[config.mk]
export PLATFORM = sky130hd
export DESIGN_NAME = depth_cpv_recon
export DESIGN_NICKNAME = d
export VERILOG_FILES = /design/src/rtl/depth_cpv_pkg.sv /design/src/rtl/depth_cpv_avg.sv /design/src/rtl/depth_cpv_pred.sv /design/src/rtl/depth_cpv_add_clip.sv /design/src/rtl/depth_cpv_recon.sv
export SDC_FILE = /design/constraint.sdc
export NUM_CORES = 1
export LEC_CHECK = 0
export BUFFER_PORTS_ARGS = -buffer_cell sky130_fd_sc_hd__buf_2
export CAP_MARGIN = 20
export CELL_PAD_IN_SITES_DETAIL_PLACEMENT = 1
export CELL_PAD_IN_SITES_GLOBAL_PLACEMENT = 1
export CORE_AREA = 3 3 114 116
export DETAILED_ROUTE_END_ITERATION = 7
export DIE_AREA = 0 0 117 119
export PLACE_DENSITY_LB_ADDON = 0.2
export REMOVE_ABC_BUFFERS = 1
export SYNTH_ARGS = -nofsm -noshare
export SYNTH_HDL_FRONTEND = slang
export SYNTH_HIERARCHICAL = 1
export SYNTH_SLANG_ARGS = --single-unit
[constraint.sdc]
create_clock -name clk_i -period 1 [get_ports clk_i]
set_input_delay 0.15 -clock clk_i [delete_from_list [all_inputs] [get_ports clk_i]]
set_output_delay 0.15 -clock clk_i [all_outputs]
set_load 0.02 [all_outputs]
[src/rtl/depth_cpv_pkg.sv]
package depth_cpv_pkg;
  typedef enum logic [1:0] {
    CASE_FLAT  = 2'd0, // both flags clear
    CASE_DIAG  = 2'd1, // both flags set
    CASE_TOPE  = 2'd2, // top flag only
    CASE_LEFTE = 2'd3  // left flag only
  } cpv_case_e;
endpackage

[src/rtl/depth_cpv_avg.sv]
module depth_cpv_avg #(
  parameter int W = 8
) (
  input  logic [W-1:0] a_i,
  input  logic [W-1:0] b_i,
  output logic [W-1:0] avg_o
);
  logic [W:0] sum;
  assign sum   = {1'b0, a_i} + {1'b0, b_i} + (W+1)'(1);
  assign avg_o = sum[W:1];
endmodule

[src/rtl/depth_cpv_pred.sv]
module depth_cpv_pred
  import depth_cpv_pkg::*;
#(
  parameter int W = 8
) (
  input  logic         p_tl_i,
  input  logic         p_tr_i,
  input  logic         p_bl_i,
  input  logic [W-1:0] s_tl_i,
  input  logic [W-1:0] s_tm_i,
  input  logic [W-1:0] s_tr_i,
  input  logic [W-1:0] s_trr_i,
  input  logic [W-1:0] s_lt_i,
  input  logic [W-1:0] s_lm_i,
  input  logic [W-1:0] s_lb_i,
  input  logic [W-1:0] s_lbb_i,
  output logic [W-1:0] pred0_o,
  output logic [W-1:0] pred1_o
);
  logic      top_flag, left_flag;
  cpv_case_e sel;
  logic [W-1:0] avg_corner, avg_far;
  logic [W:0]   d_top, d_left, m_top, m_left;
  logic [W-1:0] grad_pick;

  assign top_flag  = p_tl_i ^ p_tr_i;
  assign left_flag = p_tl_i ^ p_bl_i;

  always_comb begin
    unique case ({top_flag, left_flag})
      2'b00:   sel = CASE_FLAT;
      2'b11:   sel = CASE_DIAG;
      2'b10:   sel = CASE_TOPE;
      default: sel = CASE_LEFTE;
    endcase
  end

  depth_cpv_avg #(.W(W)) u_avg_corner (.a_i(s_tl_i), .b_i(s_lt_i), .avg_o(avg_corner));
  depth_cpv_avg #(.W(W)) u_avg_far    (.a_i(s_lb_i), .b_i(s_tr_i), .avg_o(avg_far));

  // gradient magnitudes along each outer edge
  assign d_top  = {1'b0, s_trr_i} - {1'b0, s_tl_i};
  assign d_left = {1'b0, s_lbb_i} - {1'b0, s_lb_i};
  assign m_top  = d_top[W]  ? (~d_top + 1'b1)  : d_top;
  assign m_left = d_left[W] ? (~d_left + 1'b1) : d_left;
  assign grad_pick = (m_top > m_left) ? s_trr_i : s_lbb_i;

  always_comb begin
    unique case (sel)
      CASE_FLAT:  begin pred0_o = avg_corner; pred1_o = grad_pick;  end
      CASE_DIAG:  begin pred0_o = avg_far;    pred1_o = avg_corner; end
      CASE_TOPE:  begin pred0_o = s_lm_i;     pred1_o = s_tr_i;     end
      default:    begin pred0_o = s_lb_i;     pred1_o = s_tm_i;     end
    endcase
  end
endmodule

[src/rtl/depth_cpv_add_clip.sv]
module depth_cpv_add_clip #(
  parameter int SW = 8,
  parameter int DW = 9
) (
  input  logic [SW-1:0] pred_i,
  input  logic [DW-1:0] delta_i,
  output logic [SW-1:0] val_o
);
  localparam int SUM_W = ((SW > DW) ? SW : DW) + 2;
  logic signed [SUM_W-1:0] sum;

  assign sum = $signed({{(SUM_W-SW){1'b0}}, pred_i})
             + $signed({{(SUM_W-DW){delta_i[DW-1]}}, delta_i});

  always_comb begin
    if (sum[SUM_W-1])                val_o = '0;
    else if (|sum[SUM_W-2:SW])       val_o = '1;
    else                             val_o = sum[SW-1:0];
  end
endmodule

[src/rtl/depth_cpv_recon.sv]
module depth_cpv_recon #(
  parameter int SAMPLE_W = 8,
  parameter int DELTA_W  = 9
) (
  input  logic                clk_i,
  input  logic                rst_ni,
  input  logic                start_i,
  input  logic                p_tl_i,
  input  logic                p_tr_i,
  input  logic                p_bl_i,
  input  logic [DELTA_W-1:0]  delta0_i,
  input  logic [DELTA_W-1:0]  delta1_i,
  input  logic [SAMPLE_W-1:0] s_tl_i,
  input  logic [SAMPLE_W-1:0] s_tm_i,
  input  logic [SAMPLE_W-1:0] s_tr_i,
  input  logic [SAMPLE_W-1:0] s_trr_i,
  input  logic [SAMPLE_W-1:0] s_lt_i,
  input  logic [SAMPLE_W-1:0] s_lm_i,
  input  logic [SAMPLE_W-1:0] s_lb_i,
  input  logic [SAMPLE_W-1:0] s_lbb_i,
  output logic                valid_o,
  output logic [SAMPLE_W-1:0] cpv0_o,
  output logic [SAMPLE_W-1:0] cpv1_o
);
  localparam int NREG = 2;

  logic [NREG-1:0][SAMPLE_W-1:0] pred, recon, cpv_q;
  logic [NREG-1:0][DELTA_W-1:0]  delta;
  logic                          valid_q;

  assign delta[0] = delta0_i;
  assign delta[1] = delta1_i;

  depth_cpv_pred #(.W(SAMPLE_W)) u_pred (
    .p_tl_i (p_tl_i),  .p_tr_i (p_tr_i),  .p_bl_i (p_bl_i),
    .s_tl_i (s_tl_i),  .s_tm_i (s_tm_i),  .s_tr_i (s_tr_i),  .s_trr_i(s_trr_i),
    .s_lt_i (s_lt_i),  .s_lm_i (s_lm_i),  .s_lb_i (s_lb_i),  .s_lbb_i(s_lbb_i),
    .pred0_o(pred[0]), .pred1_o(pred[1])
  );

  for (genvar g = 0; g < NREG; g++) begin : g_region
    depth_cpv_add_clip #(.SW(SAMPLE_W), .DW(DELTA_W)) u_add (
      .pred_i (pred[g]),
      .delta_i(delta[g]),
      .val_o  (recon[g])
    );
  end

  always_ff @(posedge clk_i or negedge rst_ni) begin
    if (!rst_ni) begin
      valid_q <= 1'b0;
      cpv_q   <= '0;
    end else begin
      valid_q <= start_i;
      if (start_i) cpv_q <= recon;
    end
  end

  assign valid_o = valid_q;
  assign cpv0_o  = cpv_q[0];
  assign cpv1_o  = cpv_q[1];
endmodule

**Word-level counts from Yosys, hierarchy flattened**

Cells that the tools add are included.

- Divide/modulo/power cells: 0
- Eq/ne operators: 4
- $mul: 0
- Multiplexer cells: 10
- Shifts and indexed selects: 0
- Reductions and logical operators: 4
- Bitwise logic cells: 4
- Magnitude comparators: 1
- Add/subtract/negate cells: 10

Operators with widths:

| operator | count |
|---|---|
| $pmux 8 s3 | 2 |
| $mux 8 | 5 |
| $add 9x1->9 const B | 4 |
| $add 9x9->10 | 2 |
| $add 8x8->9 | 2 |
| $mux 9 | 2 |
| $not 9->9 | 2 |
| $sub 8x8->9 | 2 |
| $gt 9x9->1 | 1 |
| $eq 2x2->1 const B | 3 |
| $pmux 2 s3 | 1 |
| $logic_not 2->1 | 2 |
| $reduce_or 2->1 | 2 |
| $eq 2x1->1 const B | 1 |
| $xor 1x1->1 | 2 |

- Word-level logic and storage cells: 36
- Bits in writable memories: 0
- Flip-flop bits (word level): 17
- Bits of input ports: 88
- Output and inout bits: 17
- Memories: 0
- Latch bits: 0
- ROM bits: 0

**Depth between registers and ports, before layout**

- Depth after elaboration: 11
- Depth in mapped cells: 25
- Depth with buffers taken out: 25

**By module**

Netlist, hierarchy kept.

By module, submodules not included:

| module | area each (µm²) | times used | sequential area each (µm²) | cells an instance |
|---|---|---|---|---|
| depth_cpv_pred | 1732.9 | 1 | 0.0 | 200 |
| depth_cpv_add_clip | 575.6 | 2 | 0.0 | 68 |
| depth_cpv_recon | 674.4 | 1 | 425.4 | 35 |
| depth_cpv_avg | 321.6 | 2 | 0.0 | 42 |

**Worst setup path after synthesis**

No wires, ideal clock.

- Kind: input port to flip-flop
- Start: in s_lbb_i[0]
- End: reg cpv_q, in the netlist cpv1_o[6]
- Cell stages on the path: 23
- Required time: 0.875 ns
- Buffers on the path: 0
- Setup slack: -4.913 ns
- Library setup time: 0.125 ns
- Arrival: 5.787 ns
- Cells stage by stage: inv_1 -> ha_1 -> inv_1 -> fa_1 -> a211oi_1 -> o21ai_0 -> a21o_1 -> a21o_1 -> or4b_1 -> ha_1 -> nand2_1 -> o21ai_0 -> nand2b_1 -> nor3b_4 -> mux2_1 -> mux4_2 -> fa_1 -> a211oi_2 -> nor2_2 -> a311oi_1 -> nor3b_1 -> a221oi_1 -> mux2_4

RTL lines:

| what | RTL line | source |
|---|---|---|
| from (decl) | depth_cpv_recon.sv:20 | `input logic [SAMPLE_W-1:0] s_lbb_i,` |
| to (signal assigned) | depth_cpv_recon.sv:55 | `if (start_i) cpv_q <= recon;` |
| to (decl) | depth_cpv_recon.sv:27 | `logic [NREG-1:0][SAMPLE_W-1:0] pred, recon, cpv_q;` |

==> results.cfg <==
[status]
outcome = finished with violations
violations = negative setup slack

[worst_setup_path]
r2r-end = cpv1_o[0]
slowest_stage = mux4_2
cpPeakStageDelay_ns = 0.54
r2r_slack_ns = 0.17
criticalPathCategory = input port to register
critPathLaunch = s_lbb_i[0]
r2r_start = cpv1_o[0]
crit_path_start_kind = input port
worstPathArrival_ns = 5.92
cp_max_fo = 7
reg2reg_depth = 1
crit_required_ns = 1.13
cp_common_cell = a21o_1
endpoint_kind = register

[run]
max_cap_viol_count = 0

[synth]
postSynthCellCount = 455
synth_most_common_cell = ha_1
synth_top_area_cell = ha_1
ys_warn_count = 6
synth_simple_gate_area_share_pct = 12.4
seq_area_frac_synth_pct = 10.1
synth-main-ff-cell = dfrtp_1
synth_compound_area_share_pct = 28.5
syn_area_um2 = 4200
synth-edff-count = 0
synthAdderAreaFrac_pct = 19.8
yosys.area.top_type_share_pct = 17.0
synth_common_cells = 57 x ha_1, 33 x inv_1, 31 x nor2_1
synth_cell_types = 66
yosys-mux-area-fraction_pct = 16.6
synth-seq-cells = 17
synth_top_family_by_area = compound AO/OA/AOI/OAI gates
synthTopCellsByArea = ha_1 17%, dfrtp_1 10%, mux4_2 8.6%, xnor2_1 4.2%, mux2_4 3.6%
synth_xor_xnor_area_share_pct = 7.71
synth_area_per_cell_um2 = 9.23
async_flop_share_pct = 100

[timing]
finalCriticalPeriod_ns = 5.79
hold_viol_final = 0
slew_violations = 0
worst_slack_ns = -4.79
period_share_pct = 579
setup_viol = 16
clock_skew_ns = 0
rsz0062_at_grt = yes
fin_tns_setup_ns = -58.22
slew_headroom_pct = 66.1
max_freq_ghz = 0.173
hold_slack_ns = 0.230
tightest_slew_ns = 0.505

[placed_design]
gp_congestion = 0.897
dp_hpwl_mm = 14.3
io_buffers = 104
dpl_worst_slack_ns = -5.28
place_inst = 861

[drt]
via_per_inst = 5.76
firstDrtPassIters = 4
wirelength_mm = 21.8
num_vias = 5142
drc = 0
ant_nets = 0
drt-wirelength-per-cell_um = 24.5
drtIter0Drc = 289

[clocking]
clock_latency_ns = 0.24
cts_tree = built
clock-sinks = 17
path_clk_slew_ns = 0.05
cts-buffers-inserted = 3
cts.htree.levels = 1
cts-root-buf = clkbuf_16
cts_buffer_depth = 2

[power_and_ir_drop]
irDropWorstVdd_mv = 0.876
leakagePower_nw = 3.45
power_density_nw_per_um2 = 1920

[die]
dieHeight_um = 119
io_pins = 105
start_util_pct = 35.0
coreArea_um2 = 12000
fp-row-count = 40
die_width_um = 117
die_area_um2 = 13900

[global_route]
grt_pass1_vias = 5540
grt_max_degree = 18
track_usage_pct = 26.7
antenna_found_initial = 1
grt-ovfl-total = 0
grt_pass1_wl_mm = 29.4

[final_layout]
drive_gt1_share_pct = 67.5
finalNonFillerCells = 892
final_nets = 896
syn2layout_area_growth_pct = 81.5
final_util_pct = 63.5
n_fill_cell = 1339

[hold_path]
hold_depth = 2
hp-class = input port to register
min_from = start_i
hold_path_end = valid_o
registers in the layout (all words and copies together) (netlist names):
name / cells
valid_o: 1
cpv1_o: 8
cpv0_o: 8
critical path: cells and delay by family:
kind	cells	cell delay, ns
AO/OA/AOI/OAI	10	2.37
adder cells (fa/ha/maj)	5	1.36
multiplexers	3	0.93
buffers and inverters	5	0.46
AND/OR/NAND/NOR	4	0.45
XOR/XNOR	1	0.19
layout make-up:
| type | instances | area (µm²) | share of cell area [%] |
|---|---|---|---|
| Clock buffer | 3 | 75.1 | 0.984 |
| Multi-Input combinational cell | 392 | 4680 | 61.4 |
| Antenna cell | 1 | 2.50 | 0.0328 |
| Inverter | 37 | 149 | 1.95 |
| Sequential cell | 17 | 425 | 5.58 |
| Tap cell | 147 | 184 | 2.41 |
| Timing Repair Buffer | 294 | 2100 | 27.5 |
| Clock inverter | 1 | 5.00 | 0.0656 |
timing repair:
item / CTS / global route
hold buffers: 1 / 0
gates cloned: 0 / 0
endpoints found under the hold margin: 17 / 0
endpoints found under the setup margin: 16 / 16
gates resized for setup: 165 / 75
setup buffers: 17 / 10
pin swaps: 96 / 69
cell usage in the layout, fill, tap and decap left out, drive strengths merged, types with 5 or more instances in the layout:
cell type,instances
buf,293
ha,57
inv,37
nor2,33
o21ai,31
a21oi,29
mux2,23
xnor2,20
dfrtp,17
xor2,17
a21o,16
mux4,16
nand2,15
a2bb2oi,14
nor3,10
a211oi,8
o21a,7
a311o,7
nor2b,7
nor3b,7
fa,6
a2111oi,6
o211ai,5
and3,5
routing by layer:
layer	vias up	part of all wire, %	GRT usage [%]
met5	-	0	0
met4	0	4.2	10.2
met3	61	3.0	1.73
met2	149	56	50.5
met1	2598	37	30.4
li1	2334	-	-
stage by stage:
stage	area, µm²	power (mW)
final	7630	14.6
after global routing	7630	15.3
after CTS	7140	12.9
after detailed placement	6130	9.81
after global placement	6130	9.43
after floorplan	4140	6.40
where the power goes:
group / leakage (nW) / switching [mW] / total, mW / internal (mW)
Combinational: 3.20 / 6.20 / 12.6 / 6.42
Clock: 0.0409 / 0.271 / 0.806 / 0.535
Sequential: 0.204 / 0.209 / 1.19 / 0.983
kinds of logic after synthesis:
group,count (synthesis)
XOR/XNOR,37
AND/OR/NAND/NOR,98
adder cells (fa/ha/maj),63
buffers and inverters,46
AO/OA/AOI/OAI,151
flip-flops,17
multiplexers,43
worst max-delay path by stage:
stage	slack, ns	to
global placement	-5.16	cpv1_o[6]
CTS	-4.68	cpv1_o[7]
finish	-4.79	cpv1_o[4]
detailed placement	-5.28	cpv1_o[4]
floorplan	-4.91	cpv1_o[6]
global route	-4.95	cpv1_o[4]
Note: power is estimated with default switching activity, not from simulation.
